[src/rtl/mtctx_pkg.sv]
package mtctx_pkg;

  typedef enum logic {
    SEL_FINE   = 1'b0,
    SEL_COARSE = 1'b1
  } sel_mode_e;

endpackage

[src/rtl/mtctx_bank.sv]
module mtctx_bank #(
  parameter int DEPTH  = 32,
  parameter int DATA_W = 32,
  parameter int NRD    = 2,
  parameter int ADDR_W = 5
) (
  input  logic                         clk,
  input  logic                         rst_n,
  input  logic                         wr_en,
  input  logic [ADDR_W-1:0]            wr_addr,
  input  logic [DATA_W-1:0]            wr_data,
  input  logic [NRD-1:0][ADDR_W-1:0]   rd_addr,
  output logic [NRD-1:0][DATA_W-1:0]   rd_data
);

  logic [DEPTH-1:0][DATA_W-1:0] mem;

  always_ff @(posedge clk or negedge rst_n) begin
    if (!rst_n) begin
      mem <= '0;
    end else if (wr_en) begin
      mem[wr_addr] <= wr_data;
    end
  end

  for (genvar p = 0; p < NRD; p++) begin : g_rd
    assign rd_data[p] = mem[rd_addr[p]];
  end

  AST_WR_LANDS: assert property (@(posedge clk) disable iff (!rst_n)
    wr_en |=> mem[$past(wr_addr)] == $past(wr_data));

  AST_NOWR_STABLE: assert property (@(posedge clk) disable iff (!rst_n)
    !wr_en |=> $stable(mem));

endmodule

[src/rtl/mtctx_sched.sv]
module mtctx_sched
  import mtctx_pkg::*;
#(
  parameter int NT    = 4,
  parameter int TID_W = 2
) (
  input  logic             clk,
  input  logic             rst_n,
  input  sel_mode_e        mode,
  input  logic [NT-1:0]    ready,
  input  logic             long_stall,
  output logic             issue_valid,
  output logic [TID_W-1:0] issue_tid,
  output logic             idle
);

  logic [TID_W-1:0] ptr;
  logic [TID_W-1:0] ptr_nxt;
  logic [TID_W-1:0] after_issue;

  always_comb begin
    issue_valid = 1'b0;
    issue_tid   = ptr;
    for (int k = NT - 1; k >= 0; k--) begin
      if (ready[TID_W'((int'(ptr) + k) % NT)]) begin
        issue_valid = 1'b1;
        issue_tid   = TID_W'((int'(ptr) + k) % NT);
      end
    end
    idle = !issue_valid;
  end

  assign after_issue = (int'(issue_tid) == NT - 1) ? '0 : issue_tid + 1'b1;

  always_comb begin
    ptr_nxt = ptr;
    if (issue_valid) begin
      if (mode == SEL_COARSE && !long_stall) ptr_nxt = issue_tid;
      else                                   ptr_nxt = after_issue;
    end
  end

  always_ff @(posedge clk or negedge rst_n) begin
    if (!rst_n) ptr <= '0;
    else        ptr <= ptr_nxt;
  end

  AST_ISSUE_READY: assert property (@(posedge clk) disable iff (!rst_n)
    issue_valid |-> ready[issue_tid]);

  AST_IDLE_NONE: assert property (@(posedge clk) disable iff (!rst_n)
    idle |-> (ready == '0 && !issue_valid));

  AST_IDLE_HOLD: assert property (@(posedge clk) disable iff (!rst_n)
    idle |=> (!idle || issue_tid == $past(issue_tid)));

  AST_COARSE_HOLD: assert property (@(posedge clk) disable iff (!rst_n)
    (mode == SEL_COARSE && issue_valid && !long_stall) |=>
      (mode != SEL_COARSE || !ready[$past(issue_tid)] || issue_tid == $past(issue_tid)));

  AST_FINE_MOVES: assert property (@(posedge clk) disable iff (!rst_n)
    (mode == SEL_FINE && issue_valid && $countones(ready) > 1) |=>
      (ready != $past(ready) || mode != SEL_FINE || issue_tid != $past(issue_tid)));

endmodule

[src/rtl/mtctx_regfile.sv]
module mtctx_regfile
  import mtctx_pkg::*;
#(
  parameter  int NUM_THREADS = 4,
  parameter  int NUM_REGS    = 8,
  parameter  int DATA_W      = 32,
  localparam int TID_W       = $clog2(NUM_THREADS),
  localparam int RIDX_W      = $clog2(NUM_REGS)
) (
  input  logic                   clk,
  input  logic                   rst_n,
  input  logic                   sel_coarse,
  input  logic [NUM_THREADS-1:0] thread_ready,
  input  logic                   long_stall,
  output logic                   issue_valid,
  output logic [TID_W-1:0]       issue_tid,
  output logic                   idle,
  input  logic [TID_W-1:0]       rda_tid,
  input  logic [RIDX_W-1:0]      rda_idx,
  output logic [DATA_W-1:0]      rda_data,
  input  logic [TID_W-1:0]       rdb_tid,
  input  logic [RIDX_W-1:0]      rdb_idx,
  output logic [DATA_W-1:0]      rdb_data,
  input  logic                   wr_en,
  input  logic [TID_W-1:0]       wr_tid,
  input  logic [RIDX_W-1:0]      wr_idx,
  input  logic [DATA_W-1:0]      wr_data
);

  localparam int ADDR_W = TID_W + RIDX_W;
  localparam int DEPTH  = NUM_THREADS * NUM_REGS;
  localparam int NRD    = 2;

  sel_mode_e                     mode;
  logic [NRD-1:0][ADDR_W-1:0]    rd_addr;
  logic [NRD-1:0][DATA_W-1:0]    rd_data;

  assign mode       = sel_coarse ? SEL_COARSE : SEL_FINE;
  assign rd_addr[0] = {rda_tid, rda_idx};
  assign rd_addr[1] = {rdb_tid, rdb_idx};
  assign rda_data   = rd_data[0];
  assign rdb_data   = rd_data[1];

  mtctx_bank #(
    .DEPTH  (DEPTH),
    .DATA_W (DATA_W),
    .NRD    (NRD),
    .ADDR_W (ADDR_W)
  ) u_bank (
    .clk     (clk),
    .rst_n   (rst_n),
    .wr_en   (wr_en),
    .wr_addr ({wr_tid, wr_idx}),
    .wr_data (wr_data),
    .rd_addr (rd_addr),
    .rd_data (rd_data)
  );

  mtctx_sched #(
    .NT    (NUM_THREADS),
    .TID_W (TID_W)
  ) u_sched (
    .clk         (clk),
    .rst_n       (rst_n),
    .mode        (mode),
    .ready       (thread_ready),
    .long_stall  (long_stall),
    .issue_valid (issue_valid),
    .issue_tid   (issue_tid),
    .idle        (idle)
  );

endmodule

[config.mk]
export PLATFORM = sky130hd
export DESIGN_NAME = mtctx_regfile
export DESIGN_NICKNAME = d
export VERILOG_FILES = /design/src/rtl/mtctx_pkg.sv /design/src/rtl/mtctx_bank.sv /design/src/rtl/mtctx_sched.sv /design/src/rtl/mtctx_regfile.sv
export SDC_FILE = /design/constraint.sdc
export NUM_CORES = 2
export LEC_CHECK = 0
export BUFFER_PORTS_ARGS = -buffer_cell sky130_fd_sc_hd__buf_4
export CAP_MARGIN = 30
export CORE_MARGIN = 2
export CORE_UTILIZATION = 65
export CTS_BUF_LIST = sky130_fd_sc_hd__clkbuf_8
export CTS_CLUSTER_DIAMETER = 30
export CTS_CLUSTER_SIZE = 40
export DETAILED_ROUTE_END_ITERATION = 10
export GPL_ROUTABILITY_DRIVEN = 1
export HOLD_SLACK_MARGIN = 0.03
export PLACE_DENSITY = 0.82
export SLEW_MARGIN = 20
export SYNTH_ARGS = -nofsm -noshare
export SYNTH_HDL_FRONTEND = slang
export SYNTH_SLANG_ARGS = --single-unit
[constraint.sdc]
create_clock -name clk -period 4.3 [get_ports clk]
set_input_delay 0.43 -clock clk [delete_from_list [all_inputs] [get_ports clk]]
set_output_delay 0.43 -clock clk [all_outputs]
set_load 0.005 [all_outputs]
==> key figures <==
Status
  – Status: complete, no violations

Clocking
  – CTS Buffer Depth: 3
  – Sink Count: a little over 1000
  – CTS resizes: 0
  – H-tree Lvls: 4
  – Post CTS Setup Buffer Count: 0
  – CTS tree: built
  – Root Buffer Master: clkbuf_8
  – Clock transition at the registers of the reported paths: approximately 0.08 ns
  – Worst skew pair latency: 0.85 ns
  – Num CTS Buffers: around 190

Place
  – Post-Place Setup Slack: 1.305 ns
  – Routability Congestion: slightly below 0.9
  – Post-DP HPWL: between 100 and 150 mm
  – Post-DP Area: roughly 58000 sq um
  – IO buf count: 123

GRT
  – Grt total ovfl: 0
  – Total GRT Usage: 38.40%
  – Largest net degree at the start of global routing: about 110
  – First-pass GRT wire length: 261.5 mm
  – Vias in the first global route: ~42000
  – Initial antenna violation count: 12

Logic synthesis
  – Async SR Flop Fraction: 100.0%
  – Synth unique cells: 33
  – Synth Area in Simple Gates: ~4.3%
  – Ys Warns: 0
  – Cell area after synthesis: around 56000 sq um
  – Post-synthesis adder-cell area fraction: 0.02235%
  – Main combinational cell family by area after synthesis: multiplexers
  – Synth Instances: between 4000 and 5000
  – Number of synthesized register bits: around 1000
  – Post-synth EDFFs: 0
  – Register area share after synthesis: roughly 46%
  – Avg Inst Size Synth: ~12 sq um
  – Net Count, Synth: between 4000 and 5000
  – Post-synthesis xor/xnor area fraction: 0%
  – Prevailing post-synth register cell: dfrtp_1
  – Post-synthesis mux area share: approximately 40%
  – Compound-Gate Fraction of Synth Area: slightly above 7%

Timing
  – Clock skew: between 0.0002 and 0.0003 ns
  – Fin. Hold Viols: 0
  – Max Slew Vio Count: 0
  – RSZ-0062 raised after global routing: no
  – Setup_tns: 0 ns
  – Final Setup Violations: 0
  – Max-slew headroom: slightly above 30%
  – Worst slew pin tran: 1.044 ns
  – Fmax: between 0.3 and 0.4 GHz
  – Fin crit period: 3.141 ns
  – Final worst path period share: 73.05%
  – Post-layout worst setup margin: 1.159 ns

Cells and area
  – Finished Core Util: approximately three quarters
  – Nets: 4715
  – Design Area, Final: ~63000 sq um
  – Layout cells sized above 1: 34.11%
  – Area Growth Syn to Fin: 12.31%

Die
  – Num ports: between 100 and 150
  – Die footprint: between 80000 and 90000 sq um
  – # rows: between 100 and 150
  – Die height: between 200 and 300 microns
  – Starting density of the core: 65.65%
  – Width of the die: between 200 and 300 microns
  – Core Area: roughly 85000 sq um

Worst hold path
  – Hold Crit Class: primary input to register
  – Hold path depth: 2

Pwr
  – Clk network pwr share: roughly 37%
  – PD cells: between 400 and 500 nW/um^2
  – Peak VDD IR: about 340 uV
  – Internal Power: 21.19 mW
  – Sequential share of power: between 40% and 50%
  – Logic gate share of total power: a little under a fifth
  – NetSw: 8.841 mW
  – Switching Fraction: 29.44%
  – Static Leak: about 30 nW
  – Total power: approximately 30 mW

Worst setup path
  – Crit end category: primary output
  – Worst path cell trace: buf_8, buf_12, mux2i_1, a22o_1, nor3_1, a31oi_1, nand3_1, buf_4
  – Crit path DAT: between 2 and 3 ns
  – CP max stage cell: buf_8
  – Worst-path fanout max: 49
  – Startpoint Class: primary input
  – Type of the worst setup path: primary input to primary output
  – Req. time, crit path: 3.87 ns
  – Slowest stage delay, CP: 0.43 ns
  – Reg2Reg Depth: 7

Routing
  – Via/cell ratio: roughly 7.0
  – DRC violation count after routing: 0
  – 1st-iter DRT viols: approximately 4600
  – WL/cell: about 29 microns
  – Initial DRT Pass Iterations: 6
  – Routed Antenna Nets: 0
  – Routed wire length: ~170 mm
  – Via count: 41630

Flow run
  – Max-cap violation count: 0
routing by layer:
layer	global-route usage (%)	wire length, microns
met1	51.87	68160
met2	57.41	76290
met3	10.27	18460
met4	19.14	8530
met5	0	48
cell usage in the layout (no fill, tap or decap), drive strengths merged, types with 3 or more instances in the layout:
| master | n |
|---|---|
| nand2b | 7 |
| clkinvlp | 23 |
| dlygate4sd3 | 16 |
| nand3 | 194 |
| a21oi | 194 |
| a22oi | 192 |
| inv | 48 |
| clkinv | 41 |
| a31oi | 65 |
| nor3 | 66 |
| diode | 6 |
| nor2 | 23 |
| nand3b | 4 |
| nand2 | 214 |
| bufinv | 30 |
| mux2 | 1024 |
| clkbuf | 221 |
| nor2b | 6 |
| nor3b | 4 |
| mux2i | 1025 |
| a22o | 128 |
| dfrtp | 1026 |
| or2 | 3 |
| buf | 257 |
cell usage after synthesis (65+ instances only):
cell / instances / share of area, %
a31oi_1: 65 / 0.73
nor3_1: 66 / 0.59
clkbuf_1: 194 / 1.3
mux2_2: 1006 / 20
buf_4: 66 / 0.88
mux2i_1: 1025 / 18
nand2_1: 214 / 1.4
a21oi_1: 194 / 1.7
dfrtp_1: 1026 / 46
nand3_1: 194 / 1.7
a22oi_1: 192 / 2.6
buf_2: 160 / 1.4
a22o_1: 128 / 2.0
final cells by class:
cell class / count / area (sq um)
multi-input combinational: 3161 / 28400
timing repair buffer: 273 / 2738
antenna: 6 / 15.01
clock buffer: 221 / 3042
inverter: 2 / 7.507
tap: 1144 / 1431
sequential: 1026 / 25670
fill: 5497 / 22400
clock inverter: 140 / 1577
power groups by stage:
stage / combinational, mW / sequential, mW / clock (mW)
after floorplan: 4.15 / 12.7 / 0
after global placement: 5.31 / 13.1 / 0
after detailed placement: 5.53 / 13.2 / 0
after CTS: 5.61 / 13.1 / 11.3
after global routing: 6.11 / 13.4 / 11.7
final: 5.66 / 13.2 / 11.2
flip-flops by register name (all words and copies together) (netlist names):
register     count
u_bank.mem    1024
u_sched.ptr      2
final timing paths:
kind                            startpoint              end  slack, ns
hold / removal                 wr_data[13]  u_bank.mem[333]       0.09
setup / recovery                rdb_idx[0]     rdb_data[13]       1.16
setup reg to reg            u_sched.ptr[1]   u_sched.ptr[0]       2.02
hold reg to reg            u_bank.mem[849]  u_bank.mem[849]       0.51
max in group asynchronous            rst_n  u_bank.mem[603]       2.90
min in group asynchronous            rst_n   u_sched.ptr[0]       0.20
critical path, delay by kind of cell:
family / cells / cell delay [ns]
buffers and inverters: 3 / 1.03
AOI/OAI and AO/OA: 2 / 0.49
and+or+nand+nor: 2 / 0.41
muxes: 1 / 0.25
cell families (layout without fill, tap and decap cells):
| kind of cell | Yosys count | in the layout |
|---|---|---|
| adders and majority gates | 1 | 1 |
| buffers and inverters | 446 | 636 |
| other | 0 | 6 |
| and+or+nand+nor | 527 | 527 |
| muxes | 2049 | 2049 |
| DFF | 1026 | 1026 |
| AOI/OAI and AO/OA | 584 | 584 |
per-stage QoR:
stage	std cells	hold slack, ns
after CTS	5967	0.03245
final	5973	0.08848
after detailed placement	5590	0.4995
after floorplan	4633	0.1344
after global placement	5590	0.4965
after global routing	5971	0.08228
what timing repair did:
item	in CTS	in global routing
hold endpoints to repair	112	0
endpoints found under the setup margin	0	0
hold buffers	16	0
No activity file was read; power rests on OpenSTA's default activity.
